File: src/rtl/uart_rb_pkg.sv
package uart_rb_pkg;
  localparam int unsigned AW       = 3;
  localparam int unsigned DW       = 8;
  localparam int unsigned IER_W    = 4;
  localparam int unsigned MCR_W    = 5;
  localparam int unsigned ALT_N    = 5;
  localparam logic [DW-1:0] LCR_KEY = 8'hBF;

  typedef enum logic [3:0] {
    T_NONE, T_HOLD, T_DLL, T_DLM, T_IER, T_ISR_FCR, T_LCR, T_MCR,
    T_LSR, T_MSR, T_SPR, T_ALT, T_EXT, T_ICR
  } tgt_e;

  // alternate bank slot for addresses 2,4,5,6,7
  function automatic logic [2:0] alt_slot(input logic [AW-1:0] a);
    case (a)
      3'd2:    alt_slot = 3'd0;
      3'd4:    alt_slot = 3'd1;
      3'd5:    alt_slot = 3'd2;
      3'd6:    alt_slot = 3'd3;
      3'd7:    alt_slot = 3'd4;
      default: alt_slot = 3'd0;
    endcase
  endfunction
endpackage

File: src/rtl/uart_rb_decode.sv
module uart_rb_decode
  import uart_rb_pkg::*;
#(
  parameter bit IS_WR = 1'b0
) (
  input  logic [AW-1:0] addr_i,
  input  logic          dlab_i,
  input  logic          alt_i,
  input  logic          ext_en_i,
  input  logic          idx_en_i,
  output tgt_e          tgt_o
);
  always_comb begin
    tgt_o = T_NONE;
    if (dlab_i && addr_i == 3'd0)      tgt_o = T_DLL;
    else if (dlab_i && addr_i == 3'd1) tgt_o = T_DLM;
    else if (addr_i == 3'd3)           tgt_o = T_LCR;
    else if (alt_i)                    tgt_o = T_ALT;
    else begin
      case (addr_i)
        3'd0:    tgt_o = T_HOLD;
        3'd1:    tgt_o = T_IER;
        3'd2:    tgt_o = T_ISR_FCR;
        3'd4:    tgt_o = T_MCR;
        3'd5:    tgt_o = (IS_WR || idx_en_i) ? T_ICR : T_LSR;
        3'd6:    tgt_o = ext_en_i ? T_EXT : T_MSR;
        3'd7:    tgt_o = T_SPR;
        default: tgt_o = T_NONE;
      endcase
    end
  end
endmodule

File: src/rtl/uart_rb_idx.sv
module uart_rb_idx
  import uart_rb_pkg::*;
#(
  parameter int unsigned N_IDX = 4
) (
  input  logic          clk_i,
  input  logic          rst_ni,
  input  logic          we_i,
  input  logic [DW-1:0] idx_i,
  input  logic [DW-1:0] wdata_i,
  output logic [DW-1:0] rdata_o,
  output logic [DW-1:0] acr_o
);
  logic [DW-1:0] regs_q [N_IDX];
  logic [N_IDX-1:0] hit;

  for (genvar i = 0; i < N_IDX; i++) begin : g_reg
    localparam logic [DW-1:0] IDX = DW'(i);
    assign hit[i] = (idx_i == IDX);
    always_ff @(posedge clk_i or negedge rst_ni) begin
      if (!rst_ni)          regs_q[i] <= '0;
      else if (we_i && hit[i]) regs_q[i] <= wdata_i;
    end
  end

  always_comb begin
    rdata_o = '0;
    for (int i = 0; i < N_IDX; i++)
      if (hit[i]) rdata_o = regs_q[i];
  end

  assign acr_o = regs_q[0];
endmodule

File: src/rtl/uart_rb_strobe.sv
module uart_rb_strobe
  import uart_rb_pkg::*;
(
  input  logic          clk_i,
  input  logic          rst_ni,
  input  logic          pop_req_i,
  input  logic          push_req_i,
  input  logic          fcr_req_i,
  input  logic [DW-1:0] wdata_i,
  output logic          rx_pop_o,
  output logic          tx_push_o,
  output logic          fcr_wr_o,
  output logic [DW-1:0] wr_data_o
);
  always_ff @(posedge clk_i or negedge rst_ni) begin
    if (!rst_ni) begin
      rx_pop_o  <= 1'b0;
      tx_push_o <= 1'b0;
      fcr_wr_o  <= 1'b0;
      wr_data_o <= '0;
    end else begin
      rx_pop_o  <= pop_req_i;
      tx_push_o <= push_req_i;
      fcr_wr_o  <= fcr_req_i;
      if (push_req_i || fcr_req_i) wr_data_o <= wdata_i;
    end
  end
endmodule

File: src/rtl/uart_regbank.sv
module uart_regbank
  import uart_rb_pkg::*;
#(
  parameter int unsigned   N_IDX   = 4,
  parameter logic [15:0]   DIV_RST = 16'h0001
) (
  input  logic          clk_i,
  input  logic          rst_ni,
  input  logic [AW-1:0] addr_i,
  input  logic          rd_i,
  input  logic          wr_i,
  input  logic [DW-1:0] wdata_i,
  output logic [DW-1:0] rdata_o,
  input  logic [DW-1:0] rx_data_i,
  input  logic [DW-1:0] isr_i,
  input  logic [DW-1:0] lsr_i,
  input  logic [DW-1:0] msr_i,
  output logic [15:0]   divisor_o,
  output logic          dlab_o,
  output logic [1:0]    word_len_o,
  output logic          stop2_o,
  output logic          par_en_o,
  output logic          par_even_o,
  output logic          force_par_o,
  output logic          brk_o,
  output logic [IER_W-1:0] ier_o,
  output logic          dtr_o,
  output logic          rts_o,
  output logic          out1_o,
  output logic          out2_o,
  output logic          loop_o,
  output logic          rx_pop_o,
  output logic          tx_push_o,
  output logic          fcr_wr_o,
  output logic [DW-1:0] wr_data_o
);
  logic [DW-1:0]    dll_q, dlm_q, lcr_q, spr_q, ext_q;
  logic             alt_q;
  logic [IER_W-1:0] ier_q;
  logic [MCR_W-1:0] mcr_q;
  logic [DW-1:0]    alt_bank_q [ALT_N];
  logic [DW-1:0]    acr, icr_rdata;
  tgt_e             tgt [2];  // 0: read path, 1: write path
  tgt_e             rtgt, wtgt;

  for (genvar g = 0; g < 2; g++) begin : g_dec
    uart_rb_decode #(.IS_WR(g == 1)) u_dec (
      .addr_i  (addr_i),
      .dlab_i  (lcr_q[7]),
      .alt_i   (alt_q),
      .ext_en_i(acr[7]),
      .idx_en_i(acr[6]),
      .tgt_o   (tgt[g])
    );
  end
  assign rtgt = tgt[0];
  assign wtgt = tgt[1];

  uart_rb_idx #(.N_IDX(N_IDX)) u_idx (
    .clk_i  (clk_i),
    .rst_ni (rst_ni),
    .we_i   (wr_i && wtgt == T_ICR),
    .idx_i  (spr_q),
    .wdata_i(wdata_i),
    .rdata_o(icr_rdata),
    .acr_o  (acr)
  );

  uart_rb_strobe u_stb (
    .clk_i     (clk_i),
    .rst_ni    (rst_ni),
    .pop_req_i (rd_i && rtgt == T_HOLD),
    .push_req_i(wr_i && wtgt == T_HOLD),
    .fcr_req_i (wr_i && wtgt == T_ISR_FCR),
    .wdata_i   (wdata_i),
    .rx_pop_o  (rx_pop_o),
    .tx_push_o (tx_push_o),
    .fcr_wr_o  (fcr_wr_o),
    .wr_data_o (wr_data_o)
  );

  always_ff @(posedge clk_i or negedge rst_ni) begin
    if (!rst_ni) begin
      dll_q <= DIV_RST[7:0];
      dlm_q <= DIV_RST[15:8];
      lcr_q <= '0;
      alt_q <= 1'b0;
      ier_q <= '0;
      mcr_q <= '0;
      spr_q <= '0;
      ext_q <= '0;
      for (int i = 0; i < ALT_N; i++) alt_bank_q[i] <= '0;
    end else if (wr_i) begin
      case (wtgt)
        T_DLL: dll_q <= wdata_i;
        T_DLM: dlm_q <= wdata_i;
        T_LCR: begin
          if (wdata_i == LCR_KEY) begin
            lcr_q <= {1'b1, lcr_q[6:0]};  // format bits untouched
            alt_q <= 1'b1;
          end else begin
            lcr_q <= wdata_i;
            alt_q <= 1'b0;
          end
        end
        T_IER: ier_q <= wdata_i[IER_W-1:0];
        T_MCR: mcr_q <= wdata_i[MCR_W-1:0];
        T_SPR: spr_q <= wdata_i;
        T_EXT: ext_q <= wdata_i;
        T_ALT: alt_bank_q[alt_slot(addr_i)] <= wdata_i;
        default: ;
      endcase
    end
  end

  always_comb begin
    case (rtgt)
      T_HOLD:    rdata_o = rx_data_i;
      T_DLL:     rdata_o = dll_q;
      T_DLM:     rdata_o = dlm_q;
      T_IER:     rdata_o = DW'(ier_q);
      T_ISR_FCR: rdata_o = isr_i;
      T_LCR:     rdata_o = lcr_q;
      T_MCR:     rdata_o = DW'(mcr_q);
      T_LSR:     rdata_o = lsr_i;
      T_MSR:     rdata_o = msr_i;
      T_SPR:     rdata_o = spr_q;
      T_EXT:     rdata_o = ext_q;
      T_ALT:     rdata_o = alt_bank_q[alt_slot(addr_i)];
      T_ICR:     rdata_o = icr_rdata;
      default:   rdata_o = '0;
    endcase
  end

  assign divisor_o   = {dlm_q, dll_q};
  assign word_len_o  = lcr_q[1:0];
  assign stop2_o     = lcr_q[2];
  assign par_en_o    = lcr_q[3];
  assign par_even_o  = lcr_q[4];
  assign force_par_o = lcr_q[5];
  assign brk_o       = lcr_q[6];
  assign dlab_o      = lcr_q[7];
  assign ier_o       = ier_q;
  assign dtr_o       = mcr_q[0];
  assign rts_o       = mcr_q[1];
  assign out1_o      = mcr_q[2];
  assign out2_o      = mcr_q[3];
  assign loop_o      = mcr_q[4];
endmodule

File: config.mk
export PLATFORM = sky130hd
export DESIGN_NAME = uart_regbank
export DESIGN_NICKNAME = d
export VERILOG_FILES = /design/src/rtl/uart_rb_pkg.sv /design/src/rtl/uart_rb_decode.sv /design/src/rtl/uart_rb_idx.sv /design/src/rtl/uart_rb_strobe.sv /design/src/rtl/uart_regbank.sv
export SDC_FILE = /design/constraint.sdc
export NUM_CORES = 1
export LEC_CHECK = 0
export ABC_AREA = 1
export BUFFER_PORTS_ARGS = -buffer_cell sky130_fd_sc_hd__buf_2
export CORE_UTILIZATION = 42
export DETAILED_ROUTE_END_ITERATION = 10
export HOLD_SLACK_MARGIN = 0.1
export PLACE_DENSITY_LB_ADDON = 0.15
export SETUP_SLACK_MARGIN = 0.1
export SYNTH_ARGS = -nofsm -noshare
export SYNTH_HDL_FRONTEND = slang
export SYNTH_SLANG_ARGS = --single-unit
File: constraint.sdc
create_clock -name clk_i -period 2.5 [get_ports clk_i]
set_input_delay 0.5 -clock clk_i [delete_from_list [all_inputs] [get_ports clk_i]]
set_output_delay 0.5 -clock clk_i [all_outputs]
set_load 0.01 [all_outputs]
# --- Word level (Yosys, flattened, before mapping) ---
# Index checks and enable logic that the tools add are counted.
# W data, S select, Z words.
classes:
  add_sub_neg: 0
  mul: 0
  n_div: 0
  n_lt_le_gt_ge: 3
  n_eq_ne: 35
  shifts: 0
  n_mux: 29
  bitwise: 3
  n_reduce_logical: 23
op_table:
  columns: ["operator", "count"]
  rows:
  - ["$pmux W8 S13", 1]
  - ["$mux W8", 8]
  - ["$pmux W4 S7", 2]
  - ["$bwmux W40", 1]
  - ["$eq A4 B4 Y1 const B", 10]
  - ["$eq A4 B3 Y1 const B", 8]
  - ["$mux W4", 8]
  - ["$bmux W8 S3", 1]
  - ["$demux W8 S3", 1]
  - ["$eq A4 B2 Y1 const B", 4]
  - ["$eq A8 B2 Y1 const B", 2]
  - ["$reduce_and A2 Y1", 8]
  - ["$mux W3", 5]
  - ["$eq A3 B3 Y1 const B", 4]
  - ["$pmux W3 S4", 1]
  - ["$logic_and A1 B1 Y1", 11]
  - ["$eq A4 B1 Y1 const B", 2]
  - ["$eq A8 B1 Y1 const B", 1]
  - ["$eq A8 B8 Y1 const B", 1]
  - ["$ge A4 B4 Y1 const B", 2]
  - ["$logic_not A8 Y1", 1]
  - ["$not A3 Y4", 2]
  - ["$eq A3 B2 Y1 const B", 2]
  - ["$lt A4 B1 Y1 const B", 1]
  - ["other kinds (6)", 6]
totals:
  regBits: 133
  latchBits: 0
  ram_bits: 0
  romBits: 0
  inputBits: 47
  out_inout_bits: 52
  mem_count: 0

# --- Longest topological paths before layout ---
depth:
  word_depth: 15
  depth_mapped: 15

# --- Cells and area by module ---
# From an unflattened synthesis, not the netlist that was laid out.
unflattened:
  hier_cells: 909
  hier_area_um2: 7086.8
by_module_without_submodules:
  columns: ["module", "instances", "cells_per_inst", "area_each_um2"]
  rows:
  - ["uart_regbank", 1, 627, 4768.3]
  - ["uart_rb_idx", 1, 187, 1672.9]
  - ["uart_rb_strobe", 1, 36, 386.6]
  - ["uart_rb_decode (g_dec[0].u_dec)", 1, 28, 130.1]
  - ["uart_rb_decode (g_dec[1].u_dec)", 1, 31, 128.9]

# --- Worst setup path after synthesis ---
# No wires, ideal clock.
synth_timing:
  kind: "input to output"
  startpoint: "input addr_i[0]"
  endpoint: "output rdata_o[3]"
  t_arrival_ps: 1942
  required_ps: 2000
  setup_slack_ps: 58
  cell_stages: 13
  path_buffers: 3
  cell_sequence: "buf_4 -> nand2_4 -> nor2_4 -> inv_2 -> buf_6 -> nand2_1 -> nand2_2 -> nor2_4 -> buf_4 -> nand3_1 -> nand2_1 -> nor2_1 -> nand3_1"
synth_via:
  elab_chain_cells: 8
  word_cells_on_any_way: 35
  cone_classes: "eq/ne (20); mux (11); bitwise (1); reduce/logical (3)"
synth_lines:
  columns: ["element", "line", "rtl"]
  rows:
  - ["from (decl)", "uart_regbank.sv:9", "input logic [AW-1:0] addr_i,"]
  - ["$eq A3 B3 Y1, or another cell as far along", "uart_rb_pkg.sv:16, uart_rb_decode.sv:20", null]
  - ["$pmux W4 S7 / $pmux W3 S4 (equally long branches)", "uart_rb_decode.sv:20, uart_rb_pkg.sv:16", null]
  - ["$mux W4 / $mux W3 (equally long branches)", "uart_rb_decode.sv:18, uart_regbank.sv:117", null]
  - ["$mux W4 / $not A3 Y4 (equally long branches)", "uart_rb_decode.sv:17, uart_regbank.sv:129", null]
  - ["$mux W4 / $bmux W8 S3 (equally long branches)", "uart_rb_decode.sv:16, uart_regbank.sv:129", null]
  - ["$mux W4 / $mux W8 (equally long branches)", "uart_rb_decode.sv:15, uart_regbank.sv:129", null]
  - ["$eq A4 B4 Y1, or another cell as far along", "uart_regbank.sv:117", "case (rtgt)"]
  - ["$pmux W8 S13 *", "uart_regbank.sv:117", null]
  - ["to (decl)", "uart_regbank.sv:13", "output logic [DW-1:0] rdata_o,"]
# Mark *: on every way between the ends. The rest lies on a longest branch, timed or not. The select of a mux whose other input is x is not followed.

# --- Final worst setup path ---
layout_timing:
  startpoint: "register alt_q"
  endpoint: "output rdata_o[1]"
layout_via:
  elab_chain_cells: 6
  word_cells_on_any_way: 18
  cone_classes: "eq/ne (13); mux (5)"
layout_lines:
  columns: ["element", "line", "rtl"]
  rows:
  - ["from (decl)", "uart_regbank.sv:38", "logic alt_q;"]
  - ["from (signal assigned)", "uart_regbank.sv:87", "alt_q <= 1'b0;"]
  - ["from (signal assigned)", "uart_regbank.sv:100", "alt_q <= 1'b1;"]
  - ["from (signal assigned)", "uart_regbank.sv:103", "alt_q <= 1'b0;"]
  - ["$mux W4 *", "uart_rb_decode.sv:18", "else if (alt_i) tgt_o = T_ALT;"]
  - ["$mux W4 *", "uart_rb_decode.sv:17", "else if (addr_i == 3'd3) tgt_o = T_LCR;"]
  - ["$mux W4 *", "uart_rb_decode.sv:16", "else if (dlab_i && addr_i == 3'd1) tgt_o = T_DLM;"]
  - ["$mux W4 *", "uart_rb_decode.sv:15", "if (dlab_i && addr_i == 3'd0) tgt_o = T_DLL;"]
  - ["$eq A4 B4 Y1, or another cell as far along", "uart_regbank.sv:117", null]
  - ["$pmux W8 S13 *", "uart_regbank.sv:117", null]
# Mark *: on every way between the ends. The rest lies on a longest branch, timed or not.

==> impl_metrics.toml <==
[run_status]
status = "complete, but fails checks"
violations = "setup timing"

[yosys]
synth_top_family_by_area = "simple AND/OR/NAND/NOR gates"
synth_compound_area_share_pct = 13.2
async_reset_ff_share_pct = 100
ys.flop_type = "dfrtp_1"
syn_area_per_cell_um2 = 8.07
ys_warn_count = 0
synthesis.area_um2 = 6850
seq_area_frac_synth_pct = 48.6
syn_nets = 896
synthAdderAreaFrac_pct = 0
synthSimpleGateAreaFrac_pct = 32.6
synth_mux_area_share_pct = 0
synth-edff-count = 0
yosysUniqueCellTypes = 38
synth_cells = 849
ys_ff_latch = 133
synth_xor_area_share_pct = 0

[detailed_routing]
drc = 0
final_antenna_net_count = 0
dr.first_iter.drc_count = 584
dr.pass1.iters = 6
num_vias = 6475
wire_per_inst_um = 17.6
wirelength_um = 22400
vias_per_cell = 5.10

[clocking]
cts_buffers = 17
cts.sinks = 133
htree_levels = 4
clkTransAtPathRegs_ns = 0.06
clockBufferDepth = 2
clk_latency_ns = 0.42
cts_tree = "yes"
clockRootBuffer = "clkbuf_16"

[timing]
rsz0062_at_grt = "yes"
setup_ws_ns = -0.192
fin_crit_sh_pct = 108
slew_violations = 0
worstMarginPinSlew_ns = 0.735
clock_skew_ns = 0.00701
maxSlewHeadroom_pct = 51.0
setup_viol = 8
finalHoldViolations = 0
layout_min_cycle_time_ns = 2.69
fmax_ghz = 0.372

[finish]
area_delta_synth_final_pct = 34.2
fin_nets = 1088
diodes = 0
mostFrequentLayoutCells = "nand2_1, dfrtp_1, buf_2"
final_common_cell = "nand2_1"
utilization_pct = 57.9
finish.instance_area_um2 = 9190
layout-drive-gt1-share_pct = 35.2

[global_routing]
grt_util_met3_pct = 5.13
gr-total-overflow = 0
globalRouteMet1Util_pct = 39.5
met2_usage_pct = 42.2
grt_usage_pct = 27.5
grt_pass1_wl_um = 33800
grt-busiest-layer = "met2"
antenna_found_initial = 0
grt_pass1_vias = 5959
grt_max_degree = 46

[floorplanning]
dieArea_um2 = 16800
die_h_um = 130
rows = 46
core_area_um2 = 15900
initial_core_util_pct = 43.1
die_w_um = 130
ios = 99

[worst_setup_path]
crit_path_start_kind = "flop"
critPathKind = "reg -> out"
crit_path_end_kind = "output port"
crit_fanout = 5
arrival_ns = 2.19
critPathRequiredTime_ns = 2.00

[min_path]
hp-class = "in -> reg"

[run]
drv_cap = 0

[power]
p_leak_nw = 4.64
seq_power_share_pct = 39.3
power_frac_clock_pct = 30.9
power.density_nw_per_um2 = 851
p_int_w = 0.00517
vdd_drop_max_mv = 0.525
total_power_w = 0.00782
swShare_pct = 33.9
switchingPower_w = 0.00265
power_frac_comb_pct = 29.8

[placement]
dp_hpwl_um = 15800
gp_congestion = 0.943
portBuffers = 98
placed_area_um2 = 8140
==> stage by stage <==
stage	TNS (ns)	instances	hold slack [ns]	setup WS, ns
2_1_floorplan	0	849	0.204	0.111
3_3_place_gp	-1.73	1217	0.444	-0.240
3_5_place_dp	-2.58	1217	0.449	-0.304
4_1_cts	-1.01	1265	0.281	-0.154
5_1_grt	-2.01	1270	0.313	-0.281
6_report	-1.19	1270	0.289	-0.192
==> worst max-delay path: stages, from the launching register on <==
cell and delay [ns]:
dfrtp_1 0.43, inv_2 0.13, o21ai_2 0.06, nor2_1 0.13
nand2_2 0.11, nand2_2 0.09, nor2_4 0.05, buf_6 0.13
nand4_1 0.09, nand3_1 0.11, nor2_2 0.11, buf_4 0.12
nand3_2 0.08, buf_6 0.13
==> worst paths after layout <==
| kind | slack (ns) | end | cells past startpoint | from |
|---|---|---|---|---|
| setup / recovery | -0.19 | rdata_o[1] | 13 | alt_q |
| hold / removal | 0.29 | u_stb.rx_pop_o | 3 | rd_i |
| setup reg to reg | 0.42 | alt_bank_q[6] | 12 | u_idx.acr_o[7] |
| hold reg to reg | 0.48 | alt_bank_q[24] | 2 | alt_bank_q[24] |
| max in group asynchronous | 1.19 | alt_bank_q[38] | 3 | rst_ni |
| min in group asynchronous | 0.58 | lcr_q[7] | 2 | rst_ni |
==> power by group through the flow <==
stage / logic (W) / registers [W] / clock network (W)
3_3_place_gp: 0.00199 / 0.00310 / 0
5_1_grt: 0.00257 / 0.00314 / 0.00253
6_report: 0.00233 / 0.00308 / 0.00242
4_1_cts: 0.00224 / 0.00306 / 0.00244
2_1_floorplan: 0.00105 / 0.00311 / 0
3_5_place_dp: 0.00202 / 0.00310 / 0
==> cell families (layout without fill, tap and decap cells) <==
kind of cell           Yosys count  after routing
AND/OR/NAND/NOR                487            487
AO/OA/AOI/OAI                  150            150
flip-flops                     133            133
buffers and inverters           79            284
==> sequential cells by signal (all words and copies together) (netlist names) <==
| register | count |
|---|---|
| u_stb.tx_push_o | 1 |
| spr_q | 8 |
| ier_o | 4 |
| alt_bank_q | 40 |
| mcr_q | 5 |
| u_stb.wr_data_o | 8 |
| dlm_q | 8 |
| u_stb.rx_pop_o | 1 |
| u_idx.acr_o | 8 |
| alt_q | 1 |
| lcr_q | 8 |
| dll_q | 8 |
| ext_q | 8 |
| u_stb.fcr_wr_o | 1 |
| u_idx.regs_q | 24 |
==> layer usage <==
metal	wire length, µm	vias up
li1	-	3173
met1	10400	3041
met2	10200	227
met4	502	0
met3	1300	34
met5	0	-
==> cell type report <==
class,instances,area (µm²)
Tap cell,216,270
Multi-Input combinational cell,637,3400
Clock inverter,8,73.8
Inverter,46,184
Clock buffer,24,492
Timing Repair Buffer,206,1450
Fill cell,1489,6690
Sequential cell,133,3330
==> cells in the mapped netlist, drive strengths merged (4+ instances only) <==
library cell | instances | share of area (%)
nand2 | 283 | 17
or2 | 4 | 0.37
dfrtp | 132 | 48
nor4 | 4 | 0.58
buf | 17 | 2.1
nand4 | 13 | 1.3
inv | 44 | 2.5
nand3 | 83 | 6.6
nor2 | 93 | 6.3
a21oi | 28 | 2.4
clkbuf | 16 | 0.88
o21a | 10 | 1.1
nor3 | 6 | 0.77
o21ai | 106 | 9.1
==> timing repair <==
item                                   in CTS  in global routing
endpoints found under the hold margin      37                  0
hold buffers                                1                  0
setup buffers                              16                  4
pin swaps                                  23                 23
gates resized for setup                    54                 40
cloned                                      0                  1
setup endpoints to repair                   8                  8
Power figures use the tool's default switching activity.
